### src/rtl/evcnt_pkg.sv
package evcnt_pkg;
  localparam logic [15:0] A_CTRL  = 16'h1c00;
  localparam logic [15:0] A_CNTEN = 16'h1c04;
  localparam logic [15:0] A_TTAG  = 16'h1c08;
  localparam logic [15:0] A_FLT0  = 16'h1c14;
  localparam logic [15:0] A_FLT1  = 16'h1c18;
  localparam logic [15:0] A_EVSEL = 16'h1c80;
  localparam logic [15:0] A_VER   = 16'h1cf0;
  localparam logic [15:0] A_CNT   = 16'h1d00;
  localparam int          FLT_W   = 23;
  localparam int          TTAG_BIT = 4;
endpackage

### src/rtl/evcnt_decode.sv
module evcnt_decode
  import evcnt_pkg::*;
#(
  parameter int NUM_CNT   = 8,
  parameter int SEL_WORDS = 2,
  parameter int LAYOUT    = 0,
  parameter int IDX_W     = 3,
  parameter int SIDX_W    = 1
) (
  input  logic [15:0]       addr,
  output logic              hit_ctrl,
  output logic              hit_cnten,
  output logic              hit_ttag,
  output logic              hit_flt0,
  output logic              hit_flt1,
  output logic              hit_mask,
  output logic              hit_stat,
  output logic              hit_clr,
  output logic              hit_ver,
  output logic              hit_sel,
  output logic [SIDX_W-1:0] sel_idx,
  output logic              hit_cnt,
  output logic [IDX_W-1:0]  cnt_idx,
  output logic              cnt_hi,
  output logic              any_hit
);
  localparam logic [15:0] A_MASK = (LAYOUT != 0) ? 16'h1c74 : 16'h1c70;
  localparam logic [15:0] A_STAT = (LAYOUT != 0) ? 16'h1c70 : 16'h1c78;
  localparam logic [15:0] A_CLR  = 16'h1c7c;
  localparam logic [15:0] CNT_END = A_CNT + 16'(NUM_CNT * 8);
  localparam logic [15:0] SEL_END = A_EVSEL + 16'(SEL_WORDS * 4);

  logic aligned;

  always_comb begin
    aligned   = (addr[1:0] == 2'b00);
    hit_ctrl  = aligned && (addr == A_CTRL);
    hit_cnten = aligned && (addr == A_CNTEN);
    hit_ttag  = aligned && (addr == A_TTAG);
    hit_flt0  = aligned && (addr == A_FLT0);
    hit_flt1  = aligned && (addr == A_FLT1);
    hit_mask  = aligned && (addr == A_MASK);
    hit_stat  = aligned && (addr == A_STAT);
    hit_clr   = (LAYOUT != 0) ? hit_stat : (aligned && (addr == A_CLR));
    hit_ver   = aligned && (addr == A_VER);
    hit_sel   = aligned && (addr >= A_EVSEL) && (addr < SEL_END);
    sel_idx   = SIDX_W'((addr - A_EVSEL) >> 2);
    hit_cnt   = aligned && (addr >= A_CNT) && (addr < CNT_END);
    cnt_idx   = IDX_W'((addr - A_CNT) >> 3);
    cnt_hi    = addr[2];
    any_hit   = hit_ctrl | hit_cnten | hit_ttag | hit_flt0 | hit_flt1 |
                hit_mask | hit_stat | hit_clr | hit_ver | hit_sel | hit_cnt;
  end
endmodule

### src/rtl/evcnt_counter.sv
module evcnt_counter #(
  parameter int W = 64
) (
  input  logic         clk,
  input  logic         rst_n,
  input  logic         inc,
  input  logic         wr_lo,
  input  logic         wr_hi,
  input  logic [31:0]  wdata,
  output logic [W-1:0] value,
  output logic         wrap
);
  always_ff @(posedge clk or negedge rst_n) begin
    if (!rst_n) begin
      value <= '0;
    end else if (wr_lo || wr_hi) begin
      if (wr_lo) value[31:0]  <= wdata;
      if (wr_hi) value[W-1:32] <= wdata[W-33:0];
    end else if (inc) begin
      value <= value + 1'b1;
    end
  end

  assign wrap = inc && !wr_lo && !wr_hi && (&value);
endmodule

### src/rtl/evcnt_irq.sv
module evcnt_irq #(
  parameter int N = 8
) (
  input  logic         clk,
  input  logic         rst_n,
  input  logic [N-1:0] wrap,
  input  logic         mask_wr,
  input  logic         clr_wr,
  input  logic [N-1:0] wdata,
  output logic [N-1:0] mask_q,
  output logic [N-1:0] status_q,
  output logic         irq
);
  logic [N-1:0] clr_bits;

  always_comb clr_bits = clr_wr ? wdata : '0;

  always_ff @(posedge clk or negedge rst_n) begin
    if (!rst_n) begin
      mask_q   <= '1;
      status_q <= '0;
    end else begin
      if (mask_wr) mask_q <= wdata;
      status_q <= (status_q & ~clr_bits) | wrap;
    end
  end

  assign irq = |(status_q & ~mask_q);
endmodule

### src/rtl/evcnt_unit.sv
module evcnt_unit
  import evcnt_pkg::*;
#(
  parameter int          NUM_CNT = 8,
  parameter int          CNT_W   = 64,
  parameter int          CODE_W  = 8,
  parameter int          NUM_EV  = 256,
  parameter int          LAYOUT  = 0,
  parameter logic [31:0] VERSION = 32'h0000_0301
) (
  input  logic              clk,
  input  logic              rst_n,
  input  logic              bus_sel,
  input  logic              bus_we,
  input  logic [15:0]       bus_addr,
  input  logic [31:0]       bus_wdata,
  output logic [31:0]       bus_rdata,
  input  logic [NUM_EV-1:0] ev_strobe,
  output logic              irq
);
  localparam int PER_WORD  = 32 / CODE_W;
  localparam int SEL_WORDS = (NUM_CNT + PER_WORD - 1) / PER_WORD;
  localparam int IDX_W     = (NUM_CNT > 1) ? $clog2(NUM_CNT) : 1;
  localparam int SIDX_W    = (SEL_WORDS > 1) ? $clog2(SEL_WORDS) : 1;

  logic              hit_ctrl, hit_cnten, hit_ttag, hit_flt0, hit_flt1;
  logic              hit_mask, hit_stat, hit_clr, hit_ver, hit_sel, hit_cnt;
  logic              cnt_hi, any_hit, wr;
  logic [SIDX_W-1:0] sel_idx;
  logic [IDX_W-1:0]  cnt_idx;

  logic               ctrl_en, ttag_en;
  logic [NUM_CNT-1:0] cnten_q;
  logic [FLT_W-1:0]   flt0_q, flt1_q;
  logic [31:0]        selw_q [SEL_WORDS];

  logic [NUM_CNT-1:0] inc_vec, wrap_vec, mask_q, status_q;
  logic [CNT_W-1:0]   cnt_val [NUM_CNT];

  evcnt_decode #(
    .NUM_CNT(NUM_CNT), .SEL_WORDS(SEL_WORDS), .LAYOUT(LAYOUT),
    .IDX_W(IDX_W), .SIDX_W(SIDX_W)
  ) u_dec (
    .addr(bus_addr), .hit_ctrl(hit_ctrl), .hit_cnten(hit_cnten),
    .hit_ttag(hit_ttag), .hit_flt0(hit_flt0), .hit_flt1(hit_flt1),
    .hit_mask(hit_mask), .hit_stat(hit_stat), .hit_clr(hit_clr),
    .hit_ver(hit_ver), .hit_sel(hit_sel), .sel_idx(sel_idx),
    .hit_cnt(hit_cnt), .cnt_idx(cnt_idx), .cnt_hi(cnt_hi), .any_hit(any_hit)
  );

  assign wr = bus_sel && bus_we;

  always_ff @(posedge clk or negedge rst_n) begin
    if (!rst_n) begin
      ctrl_en <= 1'b0;
      ttag_en <= 1'b0;
      cnten_q <= '0;
      flt0_q  <= '0;
      flt1_q  <= '0;
      for (int i = 0; i < SEL_WORDS; i++) selw_q[i] <= '0;
    end else if (wr) begin
      if (hit_ctrl)  ctrl_en <= bus_wdata[0];
      if (hit_ttag)  ttag_en <= bus_wdata[TTAG_BIT];
      if (hit_cnten) cnten_q <= bus_wdata[NUM_CNT-1:0];
      if (hit_flt0)  flt0_q  <= bus_wdata[FLT_W-1:0];
      if (hit_flt1)  flt1_q  <= bus_wdata[FLT_W-1:0];
      if (hit_sel)   selw_q[sel_idx] <= bus_wdata;
    end
  end

  for (genvar n = 0; n < NUM_CNT; n++) begin : g_cnt
    logic [CODE_W-1:0] code;
    logic              wlo, whi;
    assign code = selw_q[n / PER_WORD][CODE_W * (n % PER_WORD) +: CODE_W];
    assign inc_vec[n] = ctrl_en && cnten_q[n] && ev_strobe[code];
    assign wlo = wr && hit_cnt && (cnt_idx == IDX_W'(n)) && !cnt_hi;
    assign whi = wr && hit_cnt && (cnt_idx == IDX_W'(n)) && cnt_hi;

    evcnt_counter #(.W(CNT_W)) u_counter (
      .clk(clk), .rst_n(rst_n), .inc(inc_vec[n]), .wr_lo(wlo), .wr_hi(whi),
      .wdata(bus_wdata), .value(cnt_val[n]), .wrap(wrap_vec[n])
    );
  end

  evcnt_irq #(.N(NUM_CNT)) u_irq (
    .clk(clk), .rst_n(rst_n), .wrap(wrap_vec),
    .mask_wr(wr && hit_mask), .clr_wr(wr && hit_clr),
    .wdata(bus_wdata[NUM_CNT-1:0]), .mask_q(mask_q), .status_q(status_q),
    .irq(irq)
  );

  always_comb begin
    bus_rdata = '0;
    if (bus_sel) begin
      if (hit_ctrl)       bus_rdata = {31'b0, ctrl_en};
      else if (hit_cnten) bus_rdata = 32'(cnten_q);
      else if (hit_ttag)  bus_rdata = 32'(ttag_en) << TTAG_BIT;
      else if (hit_flt0)  bus_rdata = 32'(flt0_q);
      else if (hit_flt1)  bus_rdata = 32'(flt1_q);
      else if (hit_mask)  bus_rdata = 32'(mask_q);
      else if (hit_stat)  bus_rdata = 32'(status_q);
      else if (hit_ver)   bus_rdata = VERSION;
      else if (hit_sel)   bus_rdata = selw_q[sel_idx];
      else if (hit_cnt)   bus_rdata = cnt_hi ? 32'(cnt_val[cnt_idx] >> 32)
                                             : cnt_val[cnt_idx][31:0];
    end
  end
endmodule

### config.mk
export PLATFORM = sky130hd
export DESIGN_NAME = evcnt_unit
export DESIGN_NICKNAME = d
export VERILOG_FILES = /design/src/rtl/evcnt_pkg.sv /design/src/rtl/evcnt_decode.sv /design/src/rtl/evcnt_counter.sv /design/src/rtl/evcnt_irq.sv /design/src/rtl/evcnt_unit.sv
export SDC_FILE = /design/constraint.sdc
export NUM_CORES = 2
export LEC_CHECK = 0
export ABC_CLOCK_PERIOD_IN_PS = 3430
export BUFFER_PORTS_ARGS = -buffer_cell sky130_fd_sc_hd__clkbuf_2
export CAP_MARGIN = 20
export CORE_MARGIN = 2
export CORE_UTILIZATION = 40
export DETAILED_ROUTE_END_ITERATION = 8
export MAX_ROUTING_LAYER = met4
export PLACE_DENSITY = 0.68
export SYNTH_ARGS = -nofsm -noshare
export SYNTH_HDL_FRONTEND = slang
export SYNTH_SLANG_ARGS = --single-unit
### constraint.sdc
create_clock -name clk -period 3.43 [get_ports clk]
set_input_delay 0.1715 -clock clk [delete_from_list [all_inputs] [get_ports clk]]
set_output_delay 0.1715 -clock clk [all_outputs]
set_load 0.005 [all_outputs]
Word level (Yosys, flattened, before mapping). Cells that the tools add are included.

Flip-flop bits (word level): 648. Output and inout port bits: 33.

Equality and inequality tests: 32. Magnitude comparators: 15. Bitwise logic cells: 7. Reduce and logical (&&, ||, !) cells: 148. Add/sub/neg operators: 10. Multiplexer cells: 70.

Operators with widths (count): 64-bit 2-to-1 mux (18); 32-bit 2-to-1 mux (32); 64-bit by 1-bit adder with 64-bit output, second input constant (8); 64-bit AND reduction (8); 64-bit binary-select mux with 3-bit select (1); 16-bit by 13-bit == test with 1-bit output, second input constant (9); 1-bit logical AND (82); 8-bit by 9-bit < comparator with 1-bit output, second input constant (8); 1-bit binary-select mux with 8-bit select (8); 64-bit bitwise mux (1); 2-bit AND reduction (22); 32-bit demux with 1-bit select (1); 16-bit by 13-bit greater-or-equal comparator with 1-bit output, second input constant (2); 16-bit by 13-bit < comparator with 1-bit output, second input constant (2); 2-bit by 1-bit inequality test with 1-bit output, second input constant (16); 1-bit logical NOT (17); 8-bit AND (2); 8-bit NOT (2); 2-bit nonzero test (8); 3-bit == test, second input constant (4); 1-bit logical OR (8); 1-bit 2-to-1 mux (8); 8-bit 2-to-1 mux (1); 8-bit bitwise OR (1); 12 further kinds (13).

Longest topological paths before layout.
Depth in word-level cells: 17. Mapped depth: 16.

Cells and area by module. Synthesis repeated with hierarchy kept, for this count alone.

Cell total of the unflattened synthesis: 6190. Area, all modules: 61407.6 µm².

Modules (own cells, without submodules): evcnt_counter (cells an instance 522, instances 8, seq. area each 1601.5 µm², area an instance 4242.8 µm²); evcnt_unit (cells an instance 1916, instances 1, seq. area each 3002.9 µm², area an instance 26531.7 µm²); evcnt_irq (cells an instance 55, instances 1, seq. area each 410.4 µm², area an instance 663.1 µm²); evcnt_decode (cells an instance 43, instances 1, seq. area each 0.0 µm², area an instance 270.3 µm²).

Worst setup path after synthesis. OpenSTA, ideal clock, no wires.

Kind: flip-flop to flip-flop. From: register selw_q, in the netlist g_cnt[2].code[0]. To: register g_cnt[2].u_counter.value[2]. Setup time: 0.121 ns. Path buffers: 6. Stages on the path, launching flop included: 14. Clock period less this slack: 3.040 ns. Path slack: 0.390 ns. Arrival time: 2.919 ns. Path through: dfrtp_1 -> buf_6 -> buf_6 -> buf_6 -> buf_4 -> buf_4 -> mux4_2 -> a22oi_1 -> nand4_1 -> a41oi_1 -> buf_4 -> a21boi_2 -> nor2_1 -> o22a_1.

Cells in the longest elaborated chain, start to end: 5.

RTL lines: start, declared (line evcnt_unit.sv:35) `logic [31:0] selw_q [SEL_WORDS];`; start signal, assigned by index (line evcnt_unit.sv:67) `if (hit_sel) selw_q[sel_idx] <= bus_wdata;`; 1-bit binary-select mux with 8-bit select (line evcnt_unit.sv:75) `assign inc_vec[n] = ctrl_en && cnten_q[n] && ev_strobe[code];`; 1-bit 2-to-1 mux (implied by the code) (line evcnt_unit.sv:75); 1-bit logical AND (line evcnt_unit.sv:75); 2-bit nonzero test (no line); 2-bit AND reduction (no line); end signal, assigned (line evcnt_counter.sv:17) `if (wr_lo) value[31:0] <= wdata;`; end signal, assigned by index (line evcnt_counter.sv:18) `if (wr_hi) value[W-1:32] <= wdata[W-33:0];`; end signal, assigned (line evcnt_counter.sv:20) `value <= value + 1'b1;`; end, declared (line evcnt_counter.sv:10) `output logic [W-1:0] value,`.

Every way passes these cells. The select of a mux whose other input is x is not followed. A chain may end at the register's enable or synchronous reset.

Worst setup path in the final report.
From: register selw_q, in the netlist g_cnt[2].code[0]. To: register g_cnt[2].u_counter.value[46].

Same word-level chain as after synthesis.

==> reports/results.txt <==
status: finished with violations
violated checks: negative setup slack
Clock Tree Root: clkbuf_16
CP arrival: 4.32 ns
commonest cells after routing, fill and taps aside: buf_4 (804), nand2_1 (777), mux4_2 (620)
Die X: 391 um
reg2reg path depth: 12
Final Power: 19.8 mW
maximum VDD drop: 0.000330 V
Die Area: 153000 sq um
Setup CP Type: reg -> reg
final worst path period share: 109%
pwr/cell area: 255 nW/um^2
CP top delay family: multiplexers
io pins: 341
Post-Route WL: 355000 um
chip height: 391 um
Area contributors post-synth: dfrtp_1 (27%), mux4_2 (23%), a21oi_1 (6.9%), nand2_1 (5.0%), o21ai_0 (3.5%)
Syn Nets: 6794
Max-Cap Viols: 0
Via Count: 69500
fin. max-slew vios: 0
largest net degree at the start of global routing: 157
Logic pwr share: 15.2%
Psw: 5.79 mW
Critical Path RT: 4.02 ns
Worst-path clk slew: 0.07 ns
Int Pwr: 14.0 mW
Slew headroom: 10.0%
stages on the worst setup path: 12
switching share of power: 29.2%
crit-path max cell delay: 0.57 ns
layout cells sized above 1: 39.2%
crit end category: flop
Hold Path Cell Cnt: 4
TritonCTS clock tree: yes
minimum clock period: 3.73 ns
std cell rows: 142
worst clock skew: 0.0341 ns
Post-synth ARST share: 100%
most common cell after layout, fill and taps aside: buf_4
Synth cell types: 96
Netlist Area Pre-Place: 60000 sq um
top_reg_cell synth: dfrtp_1
synthesis-to-layout area growth: 29.8%
syn_area_per_cell: 9.26 sq um
post-synthesis sequential area ratio: 27.0%
drc violations: 0
EDFF count, synth: 0
Slowest-stage cell, CP: mux4_2
crit path launch type: flop
PortBufs: 340
cell taking the most area after synthesis: dfrtp_1
core area: 149000 sq um
hpwl dp: 257000 um
final net count: 7678
CTS Buf Count: 77
Yosys top cell area share: 26.7%
DRT antenna net count: 0
hold crit path type: in -> reg
setup violators final: 295
buffer and inverter count on the worst path: 4
RSZ-0062 raised after global routing: yes
highest clock rate: 0.268 GHz
Initial Utilization: 40.2%
post-synthesis cell count: 6478
Clock Tree Buf Depth: 3
vias per std cell: 7.32
number of global-route vias before repair: 64200
gp weighted congestion: 1.14
Starting DRT DRC Count: 11200
GR Overflow Total: 0
total track usage: 46.0%
WL per Instance: 37.4 um
Sequential Power Share: 40.0%
initial antenna violation count: 44
fill count: 13400
final core utilization: 52.1%
synth warn: 0
first-pass GRT wire length: 487000 um
post-route setup slack: -0.299 ns
H-tree levels: 3
final hold viol count: 0
Pleak: 30.1 nW
Critical Path, Cell by Cell: buf_12 > mux4_2 > mux4_2 > and3_4 > a2111oi_4 > buf_4 > a2111oi_4 > a41oi_4 > buf_12 > o21ai_4 > bufbuf_16 > a21oi_1
clk sinks: 648
flops & latches, synth: 648
clk_lat worst skew: 0.69 ns
clock share of power: 44.8%
drt pass-1 iters: 9
critical path peak fanout: 9
Slew @ Worst Pin: 1.35 ns
[flip-flops by register name, summed over array words and instances (netlist names)]
name	cells
u_irq.mask_q	8
flt1_q	23
g_cnt.code	64
ttag_en	1
g_cnt.u_counter.value	512
flt0_q	23
ctrl_en	1
cnten_q	8
u_irq.status_q	8
[layer usage]
metal	share of wire, %	track usage (%)	up-vias	wire (um)
li1	-	-	27300	-
met1	34	55.5	33900	122000
met2	40	61.7	6493	143000
met3	15	16.7	1725	53100
met4	10	36.3	0	37300
met5	0	-	-	0
[stage by stage]
| step | instances | TNS (ns) | hold slack, ns | setup slack [ns] | area (sq um) |
|---|---|---|---|---|---|
| after global routing | 9479 | -40.40 | 0.0819 | -0.286 | 77800 |
| after floorplan | 6478 | 0 | -0.124 | 0.390 | 60000 |
| after global placement | 9161 | -173.02 | 0.326 | -0.885 | 69700 |
| after CTS | 9388 | -15.49 | 0.0324 | -0.191 | 75100 |
| final | 9493 | -40.79 | 0.0696 | -0.299 | 77900 |
| after detailed placement | 9162 | -175.25 | 0.327 | -0.722 | 69800 |
[path summary, 6_finish.rpt]
| check | from | endpoint | slack [ns] |
|---|---|---|---|
| min in group asynchronous | rst_n | g_cnt[1].u_counter.value[14]$_DFFE_PN0P_ | 0.19 |
| max in group asynchronous | rst_n | g_cnt[1].u_counter.value[44]$_DFFE_PN0P_ | 2.15 |
| min reg2reg | flt0_q[22]$_DFFE_PN0P_ | flt0_q[22]$_DFFE_PN0P_ | 0.51 |
| max reg2reg | g_cnt[2].code[0]$_DFFE_PN0P_ | g_cnt[2].u_counter.value[46]$_DFFE_PN0P_ | -0.30 |
| min | bus_wdata[1] | g_cnt[5].u_counter.value[1]$_DFFE_PN0P_ | 0.07 |
| max | g_cnt[2].code[0]$_DFFE_PN0P_ | g_cnt[2].u_counter.value[46]$_DFFE_PN0P_ | -0.30 |
[repair_timing]
item | CTS | global route
pin swaps | 51 | 103
hold buffers | 1 | 0
gates resized for setup | 309 | 448
endpoints found under the hold margin | 60 | 0
setup buffers | 59 | 36
gates cloned | 36 | 22
setup endpoints to repair | 448 | 445
[area by class of cell]
cell class	instances	area (sq um)	area share, %
antenna	55	138	0.177
clock buffer	115	2300	2.96
clock inverter	24	315	0.405
inverter	101	380	0.489
multi-input combinational	5139	43400	55.7
sequential	648	16300	20.9
tap	2016	2520	3.24
timing repair buffer	1395	12500	16.1
[worst register-to-register path, delay by kind of cell, from the launching register on]
family,cells,cell delay [ns]
buffers and inverters,4,0.93
AOI/OAI and AO/OA,5,0.90
DFF,1,0.50
muxes,2,1.09
and+or+nand+nor,1,0.23
[cell families (layout without fill, tap and decap cells)]
logic type | Yosys count | count (layout) | synth area share (%)
AO/OA/AOI/OAI | 2125 | 2127 | 21.6
AND/OR/NAND/NOR | 2037 | 2037 | 16.4
multiplexers | 966 | 966 | 29.4
buffers and inverters | 693 | 1635 | 5.31
flip-flops | 648 | 648 | 27.0
adder cells (fa/ha/maj) | 8 | 8 | 0.167
XOR/XNOR | 1 | 1 | 0.0146
other | 0 | 55 | 0
[power by group through the flow]
stage	combinational [mW]	clock (mW)	sequential [mW]
after floorplan	1.09	0	7.97
after global placement	2.75	0	8.04
after detailed placement	2.76	0	8.04
after CTS	2.80	8.86	7.90
after global routing	3.01	9.15	7.93
final	3.01	8.88	7.93
[Yosys cell counts (29+ instances only)]
master / n
or3_1: 42
o22ai_1: 273
clkbuf_1: 366
inv_1: 98
nand2_1: 799
nand2b_1: 42
mux2i_1: 176
mux4_2: 620
nor2_1: 266
nor2b_1: 32
buf_4: 33
nand4_1: 102
a22oi_1: 85
o21ai_0: 424
o31ai_1: 38
a211oi_1: 47
dfrtp_1: 640
a31oi_1: 32
buf_1: 42
a21oi_1: 831
and4_1: 29
nor4_1: 68
nor3_1: 82
mux2_2: 168
buf_6: 38
a21oi_2: 59
o32ai_1: 37
buf_2: 110
nand3_1: 306
and2_1: 45
and3_1: 105
No activity file was read; power rests on OpenSTA's default activity.
